<file path="config.mk">
export PLATFORM = sky130hd
export DESIGN_NAME = pport_strobe_if
export DESIGN_NICKNAME = d
export VERILOG_FILES = /design/src/rtl/pport_pkg.sv /design/src/rtl/pport_sync.sv /design/src/rtl/pport_pulse.sv /design/src/rtl/pport_regs.sv /design/src/rtl/pport_strobe_if.sv
export SDC_FILE = /design/constraint.sdc
export NUM_CORES = 1
export LEC_CHECK = 0
export CORE_MARGIN = 1.5
export CORE_UTILIZATION = 32
export CTS_CLUSTER_SIZE = 14
export DETAILED_ROUTE_END_ITERATION = 16
export GPL_TIMING_DRIVEN = 0
export PLACE_DENSITY_LB_ADDON = 0.25
export SLEW_MARGIN = 20
export SYNTH_ARGS = -nofsm -noshare
export SYNTH_HDL_FRONTEND = slang
export SYNTH_SLANG_ARGS = --single-unit
export TNS_END_PERCENT = 5
</file>
<file path="constraint.sdc">
create_clock -name clk -period 2.3 [get_ports clk]
set_input_delay 0.23 -clock clk [delete_from_list [all_inputs] [get_ports clk]]
set_output_delay 0.23 -clock clk [all_outputs]
set_load 0.005 [all_outputs]
</file>
<file path="src/rtl/pport_pkg.sv">
package pport_pkg;

  // Control register layout; bit positions are decoded by the strobe logic.
  typedef struct packed {
    logic prime;    // bit 3: input-prime output
    logic man_stb;  // bit 2: strobe level in manual mode
    logic fast;     // bit 1: short automatic pulse
    logic manual;   // bit 0: manual strobe mode
  } pp_ctrl_t;

  localparam int unsigned NS_PER_S = 1_000_000_000;

  // Nearest whole number of clock cycles for a duration in ns (at least 1).
  function automatic int unsigned ns_to_cycles(input longint unsigned clk_hz,
                                               input longint unsigned dur_ns);
    longint unsigned c;
    c = (clk_hz * dur_ns + NS_PER_S / 2) / NS_PER_S;
    if (c == 0) c = 1;
    return int'(c);
  endfunction

endpackage

</file>
<file path="src/rtl/pport_sync.sv">
module pport_sync #(
  parameter int unsigned WIDTH  = 5,
  parameter int unsigned STAGES = 2
) (
  input  logic             clk,
  input  logic             rst,
  input  logic [WIDTH-1:0] async_i,
  output logic [WIDTH-1:0] sync_o
);

  logic [WIDTH-1:0] stage_q [STAGES];

  generate
    for (genvar s = 0; s < STAGES; s++) begin : g_stage
      if (s == 0) begin : g_first
        always_ff @(posedge clk) begin
          if (rst) stage_q[s] <= '0;
          else     stage_q[s] <= async_i;
        end
      end else begin : g_rest
        always_ff @(posedge clk) begin
          if (rst) stage_q[s] <= '0;
          else     stage_q[s] <= stage_q[s-1];
        end
      end
    end
  endgenerate

  assign sync_o = stage_q[STAGES-1];

endmodule

</file>
<file path="src/rtl/pport_pulse.sv">
module pport_pulse #(
  parameter int unsigned LONG_CYC  = 1600,
  parameter int unsigned SHORT_CYC = 400
) (
  input  logic clk,
  input  logic rst,
  input  logic start_i,
  input  logic fast_i,
  input  logic manual_i,
  output logic active_o
);

  localparam int unsigned MAX_CYC = (LONG_CYC > SHORT_CYC) ? LONG_CYC : SHORT_CYC;
  localparam int unsigned CNT_W   = $clog2(MAX_CYC + 1);
  localparam logic [CNT_W-1:0] LONG_LD  = CNT_W'(LONG_CYC);
  localparam logic [CNT_W-1:0] SHORT_LD = CNT_W'(SHORT_CYC);

  logic [CNT_W-1:0] cnt_q;
  logic             active_q;

  always_ff @(posedge clk) begin
    if (rst) begin
      cnt_q    <= '0;
      active_q <= 1'b0;
    end else if (manual_i) begin
      cnt_q    <= '0;
      active_q <= 1'b0;
    end else if (start_i) begin
      cnt_q    <= fast_i ? SHORT_LD : LONG_LD;
      active_q <= 1'b1;
    end else if (active_q) begin
      if (cnt_q == CNT_W'(1)) begin
        cnt_q    <= '0;
        active_q <= 1'b0;
      end else begin
        cnt_q <= cnt_q - CNT_W'(1);
      end
    end
  end

  assign active_o = active_q;


  pulse_hold_chk: assert property (@(posedge clk) disable iff (rst)
    (active_q && cnt_q > CNT_W'(1) && !manual_i) |=> active_q);

  pulse_end_chk: assert property (@(posedge clk) disable iff (rst)
    (active_q && cnt_q == CNT_W'(1) && !start_i && !manual_i) |=> !active_q);

  manual_quiet_chk: assert property (@(posedge clk) disable iff (rst)
    manual_i |=> !active_q);

  restart_chk: assert property (@(posedge clk) disable iff (rst)
    (start_i && !manual_i) |=> (active_q && cnt_q == (($past(fast_i)) ? SHORT_LD : LONG_LD)));

endmodule

</file>
<file path="src/rtl/pport_regs.sv">
module pport_regs
  import pport_pkg::*;
#(
  parameter int unsigned DW  = 8,
  parameter int unsigned STW = 5
) (
  input  logic           clk,
  input  logic           rst,
  input  logic           addr_i,
  input  logic           wr_i,
  input  logic           rd_i,
  input  logic [DW-1:0]  wdata_i,
  input  logic [STW-1:0] status_i,   // {ack, fault, select, paper_out, busy}
  output logic [DW-1:0]  rdata_o,
  output logic [DW-1:0]  data_o,
  output pp_ctrl_t       ctrl_o,
  output logic           start_o
);

  localparam int unsigned CW  = $bits(pp_ctrl_t);
  localparam int unsigned PAD = DW - STW;

  pp_ctrl_t      ctrl_q;
  logic [DW-1:0] data_q;
  logic [DW-1:0] rdata_q;
  logic          data_wr;
  logic          ctrl_wr;

  assign data_wr = wr_i && !addr_i;
  assign ctrl_wr = wr_i && addr_i;

  always_ff @(posedge clk) begin
    if (rst) begin
      ctrl_q  <= '0;
      data_q  <= '0;
      rdata_q <= '0;
    end else begin
      if (ctrl_wr) ctrl_q <= pp_ctrl_t'(wdata_i[CW-1:0]);
      if (data_wr) data_q <= wdata_i;
      if (rd_i) begin
        if (addr_i) rdata_q <= {{(DW-CW){1'b0}}, ctrl_q};
        else        rdata_q <= {status_i, {PAD{1'b0}}};
      end
    end
  end

  assign start_o = data_wr && !ctrl_q.manual;
  assign rdata_o = rdata_q;
  assign data_o  = data_q;
  assign ctrl_o  = ctrl_q;


  prime_set_chk: assert property (@(posedge clk) disable iff (rst)
    ctrl_wr |=> (ctrl_o.prime == $past(wdata_i[3])));

  status_pad_chk: assert property (@(posedge clk) disable iff (rst)
    (rd_i && !addr_i) |=> (rdata_o[PAD-1:0] == '0));

  ctrl_read_chk: assert property (@(posedge clk) disable iff (rst)
    (rd_i && addr_i) |=> (rdata_o[DW-1:CW] == '0));

  data_load_chk: assert property (@(posedge clk) disable iff (rst)
    data_wr |=> (data_o == $past(wdata_i)));

endmodule

</file>
<file path="src/rtl/pport_strobe_if.sv">
module pport_strobe_if
  import pport_pkg::*;
#(
  parameter longint unsigned CLK_HZ   = 250_000_000,
  parameter int unsigned     LONG_NS  = 6400,
  parameter int unsigned     SHORT_NS = 1600,
  parameter int unsigned     DW       = 8,
  parameter int unsigned     SYNC_STG = 2
) (
  input  logic          clk,
  input  logic          rst,
  input  logic          bus_addr,
  input  logic          bus_wr,
  input  logic          bus_rd,
  input  logic [DW-1:0] bus_wdata,
  output logic [DW-1:0] bus_rdata,
  output logic [DW-1:0] lp_data,
  output logic          lp_strobe,
  output logic          lp_prime,
  input  logic          st_busy,
  input  logic          st_paper_out,
  input  logic          st_select,
  input  logic          st_fault,
  input  logic          st_ack
);

  localparam int unsigned STW       = 5;
  localparam int unsigned LONG_CYC  = ns_to_cycles(CLK_HZ, LONG_NS);
  localparam int unsigned SHORT_CYC = ns_to_cycles(CLK_HZ, SHORT_NS);

  logic [STW-1:0] st_raw;
  logic [STW-1:0] st_sync;
  pp_ctrl_t       ctrl;
  logic           start;
  logic           pulse_on;
  logic           stb_q;

  assign st_raw = {st_ack, st_fault, st_select, st_paper_out, st_busy};

  pport_sync #(.WIDTH(STW), .STAGES(SYNC_STG)) u_sync (
    .clk     (clk),
    .rst     (rst),
    .async_i (st_raw),
    .sync_o  (st_sync)
  );

  pport_regs #(.DW(DW), .STW(STW)) u_regs (
    .clk      (clk),
    .rst      (rst),
    .addr_i   (bus_addr),
    .wr_i     (bus_wr),
    .rd_i     (bus_rd),
    .wdata_i  (bus_wdata),
    .status_i (st_sync),
    .rdata_o  (bus_rdata),
    .data_o   (lp_data),
    .ctrl_o   (ctrl),
    .start_o  (start)
  );

  pport_pulse #(.LONG_CYC(LONG_CYC), .SHORT_CYC(SHORT_CYC)) u_pulse (
    .clk      (clk),
    .rst      (rst),
    .start_i  (start),
    .fast_i   (ctrl.fast),
    .manual_i (ctrl.manual),
    .active_o (pulse_on)
  );

  // Output strobe register: one cycle of data setup before the edge rises.
  always_ff @(posedge clk) begin
    if (rst) stb_q <= 1'b0;
    else     stb_q <= ctrl.manual ? ctrl.man_stb : pulse_on;
  end

  assign lp_strobe = stb_q;
  assign lp_prime  = ctrl.prime;


  data_hold_chk: assert property (@(posedge clk) disable iff (rst)
    (lp_strobe && !(bus_wr && !bus_addr)) |=> $stable(lp_data));

  manual_follow_chk: assert property (@(posedge clk) disable iff (rst)
    ctrl.manual |=> (lp_strobe == $past(ctrl.man_stb)));

  reset_quiet_chk: assert property (@(posedge clk)
    rst |=> (!lp_strobe && !lp_prime && lp_data == '0));

endmodule

</file>
Word-level counts from Yosys, hierarchy flattened
Memory sizes are Yosys's and may differ from the RTL's.
Index checks and enable logic that the tools add are counted.

operators by class
  $add $sub $neg = 1
  multipliers = 0
  div/mod/pow operators = 0
  $lt $le $gt $ge = 0
  equal/unequal tests = 1
  shift operators = 0
  muxes and demuxes = 14
  bitwise operators = 2
  reductions and logical operators = 7

operators by type and width
  operator               number
  $mux 11                4
  $eq 11x1->1 const B    1
  $sub 11x1->11 const B  1
  $mux 5                 2
  $mux 8                 1
  $mux 1                 7
  $logic_and 1x1->1      3
  $logic_not 1->1        2
  $or 1x1->1             2
  $reduce_bool 2->1      1
  $reduce_or 2->1        1

word-level totals
  register bits = 33
  latch bits = 0
  RAM bits = 10
  ROM bits = 0
  input port bits = 18
  output and inout port bits = 18
  word-level logic and storage cells = 35
  memories kept = 1

memories
  name            depth  width  read ports  clocked after memory_dff  wr ports  line              RTL
  u_sync.stage_q  2      5      2           0                         2         pport_sync.sv:11  logic [WIDTH-1:0] stage_q [STAGES];

Longest topological paths before layout
  depth in word-level cells = 4
  gate-level depth with buffers = 6
  depth with buffers taken out = 6

By module
Synthesis repeated with hierarchy kept, for this count alone.

unflattened totals
  cells, all modules = 190
  area, all modules = 1,701.6 um^2

by module, submodules not included
  module           times used  cells each  area each (um^2)  sequential area each (um^2)
  pport_regs       1           91          759.5             400.4
  pport_pulse      1           76          645.6             240.2
  pport_sync       1           20          262.8             200.2
  pport_strobe_if  1           3           33.8              20.0

Worst setup path before layout
Ideal clock, no wire load.

  kind = register to register
  from = register u_pulse.cnt_q[0]
  to = register u_pulse.cnt_q[9]
  library setup time = 0.095 ns
  data arrival time = 1.728 ns
  data required time = 2.205 ns
  slack = 0.476 ns
  stages on the path, launching flop included = 5
  path buffers = 0
  clock period less this slack = 1.824 ns
  cells stage by stage = dfxtp_1 -> or4_4 -> or3b_1 -> or4_1 -> o311ai_1

between the ends
  cells in the longest elaborated chain, start to end = 4
  elaborated cells between the ends (all ways) = 5
  classes of those cells = add/sub (1); eq/ne (1); mux (3)

RTL lines
  item                                          line                                  RTL
  start: declaration                            pport_pulse.sv:18                     logic [CNT_W-1:0] cnt_q;
  start signal: assignment                      pport_pulse.sv:29                     cnt_q <= fast_i ? SHORT_LD : LONG_LD;
  start signal: assignment                      pport_pulse.sv:36                     cnt_q <= cnt_q - CNT_W'(1);
  $sub 11x1->11 or $eq 11x1->1 (tied branches)  pport_pulse.sv:36, pport_pulse.sv:32
  $mux 11 *                                     pport_pulse.sv:32                     if (cnt_q == CNT_W'(1)) begin
  $mux 11 *                                     pport_pulse.sv:31                     end else if (active_q) begin
  $mux 11 *                                     pport_pulse.sv:28                     end else if (start_i) begin

Mark *: on every way between the ends. The rest lies on a longest branch, timed or not. The select of a mux whose other input is x is not followed.
A chain may end at the register's enable or synchronous reset.

Worst setup path in the final report
Same ends and word-level chain as after synthesis.

==> metrics.md <==
| Metric | Value |
|---|---|
| Run status | finished clean |
| FILL cells | 524 |
| Minimum clock period | 1.95 ns |
| Synth top area cells | dfxtp_1 49%, nand2_1 7.3%, a21oi_1 7.2% |
| # IOs | 36 |
| H-tree depth | 2 |
| Syn_nets | 225 |
| DR DRC count | 0 |
| Final GP Congestion | 0.808 |
| Fin. max-slew vios | 0 |
| Switch Pwr | 0.407 mW |
| Hold Crit Class | reg -> reg |
| Vias per inst | 4.69 |
| FMAX | 0.512 GHz |
| CTS tree | built |
| Area Overhead vs Synth | 30.1% |
| Switching Fraction | 26.6% |
| Final Util | 43.7% |
| Arr. time, crit path | 2.15 ns |
| Inserted Clock Buffers | 5 |
| Yosys top cell area share | 49.5% |
| CTS Buffer Depth | 2 |
| Max Cap Viol | 0 |
| Port bufs | 35 |
| Synth Flop Type | dfxtp_1 |
| Hold Buf Count CTS | 0 |
| Type of destination of the critical path | register |
| Congestion Overflow GR | 0 |
| Largest net degree at the start of global routing | 14 |
| EDFF count, synth | 0 |
| Fin area | 2260 µm² |
| Reg area | 861 µm² |
| FP Rows | 26 |
| Yosys reg bits | 43 |
| Crit path kind | reg -> reg |
| Tcrit/Tclk final | 85.0% |
| Layout Nets | 267 |
| DRT Pass-1 Iters | 4 |
| First-pass GRT wire length | 6550 µm |
| Initial antenna violation count | 0 |
| Ys Warns | 0 |
| Hold_ws | 0.442 ns |
| Setup Skew | 0.00445 ns |
| Starting Density | 33.6% |
| All-Layer GR Usage | 13.8% |
| Routed vias | 1,493 |
| Setup_tns | 0 ns |
| Seq/Total Area, Yosys | 49.5% |
| Top cell type by total area after synthesis | dfxtp_1 |
| Initial DRC count | 106 |
| Synth Area per Inst | 8.48 µm² |
| Ys async rst share | 0% |
| Design Power | 1.53 mW |
| Sink Count | 43 |
| Setup bufs post-CTS | 0 |
| Largest fanout on the critical path | 6 |
| Vias in the first global route | 1,463 |
| Post-DP HPWL | 2700 µm |
| Worst Tran Pin Value | 0.610 ns |
| Worst vdd ir | 470 µV |
| CP Data Required Time | 2.50 ns |
| Post-synth cell types | 33 |
| Power density over the cells | 676 nW/µm² |
| Max-slew headroom | 59.2% |
| Avg WL per Cell | 11.6 µm |
| Core Region | 5170 µm² |
| Startpoint types | register |
| Clk_lat worst skew | 0.29 ns |
| Multi-input logic area | 826 µm² |
| Layout cell share with drive strength beyond 1 | 4.44% |
| Top-count cell post-synth | dfxtp_1 |
| Die H | 76.7 µm |
| Clock-pin slew of the registers on the worst-case setup and hold paths | 0.08 ns |
| Die ar. | 5890 µm² |
| Final setup fails | 0 |
| Syn Inst Count | 205 |
| Final hold vios | 0 |
| Combinational share of power | 16.4% |
| Clock power frac | 30.1% |
| Leak | 0.809 nW |
| # resized after CTS | 0 |
| Area after DPL | 2180 µm² |
| DRT Wirelength | 3700 µm |
| Clock Tree Root | clkbuf_8 |
| Power Internal | 1.12 mW |
| Synthesized area | 1740 µm² |
| Synth top cells by count | 43 x dfxtp_1, 34 x nand2_1, 25 x a21oi_1 |
| Unrepaired setup endpoints after global routing | no |
| Die X | 76.7 µm |
| Ant diodes | 0 |
| Sequential power share | 53.5% |
| Antenna-violating nets left | 0 |
## routing by layer
| metal | global-route usage (%) | part of all wire (%) | vias to the layer above |
|---|---|---|---|
| met3 | 3.81 | 3.5 | 4 |
| met4 | 5.56 | 1.1 | 0 |
| met1 | 17.3 | 51 | 669 |
| met2 | 22.2 | 45 | 30 |
| li1 | - | - | 790 |
| met5 | 0 | 0 | - |
## sequential cells by signal (all words and copies together) (netlist names)
| register | cells |
|---|---|
| u_regs.data_o | 8 |
| u_pulse.active_o | 1 |
| lp_strobe | 1 |
| u_pulse.cnt_q | 11 |
| u_regs.rdata_o | 8 |
| u_regs.ctrl_o | 4 |
| u_sync.stage_q | 10 |
## cell usage in the layout, fill, tap and decap left out, types with 5 or more instances in the layout
| cell type | Yosys | routed |
|---|---|---|
| nand2b_1 | 6 | 6 |
| nand3_1 | 11 | 11 |
| dfxtp_1 | 43 | 43 |
| nand2_1 | 34 | 34 |
| clkbuf_8 | 0 | 5 |
| clkbuf_1 | 11 | 12 |
| mux2i_1 | 5 | 5 |
| nor2b_1 | 16 | 16 |
| a21oi_1 | 25 | 25 |
| clkdlybuf4s50_1 | 0 | 35 |
| nor2_1 | 17 | 17 |
## stage by stage
| step | std cells | setup WS (ns) |
|---|---|---|
| floorplan | 205 | 0.476 |
| global placement | 310 | 0.148 |
| detailed placement | 310 | 0.135 |
| CTS | 318 | 0.353 |
| global route | 318 | 0.285 |
| finish | 318 | 0.345 |
## cells by family after synthesis
group / synth area share (%)
multiplexers: 2.88
buffers and inverters: 3.02
flip-flops: 49.5
AND/OR/NAND/NOR: 28.8
adder cells (fa/ha/maj): 1.44
AO/OA/AOI/OAI: 13.9
XOR/XNOR: 0.504
## cell type report
class                   count  share of cell area [%]
inverters                   3                   0.498
well taps                  70                    3.87
clock inverters             2                   0.553
repair buffers             35                    15.5
flip-flops and latches     43                    38.1
plain buffers              11                    1.83
clock buffers               6                    3.21
multi-input cells         148                    36.5
## worst max-delay path, stage by stage, from the launching register on
cell      delay, ns
dfxtp_1        0.36
or4_4          0.57
or3b_1         0.43
or4_1          0.41
o311ai_1       0.09
## worst paths after layout
kind / startpoint / to / slack (ns) / cells after the start
worst max-delay path: u_pulse.cnt_q[0] / u_pulse.cnt_q[9] / 0.35 / 4
worst min-delay path: u_sync.stage_q[0][0] / u_sync.stage_q[1][0] / 0.44 / 1
worst max register to register: u_pulse.cnt_q[0] / u_pulse.cnt_q[9] / 0.35 / 4
worst min register to register: u_sync.stage_q[0][0] / u_sync.stage_q[1][0] / 0.44 / 1
## power by group through the flow
stage | combinational [mW] | sequential (mW) | clock (mW)
after floorplan | 0.162 | 0.828 | 0
after global placement | 0.250 | 0.835 | 0
after detailed placement | 0.252 | 0.835 | 0
after CTS | 0.253 | 0.818 | 0.474
after global routing | 0.286 | 0.824 | 0.506
final | 0.250 | 0.818 | 0.460
(Power assumes the default switching activity.)
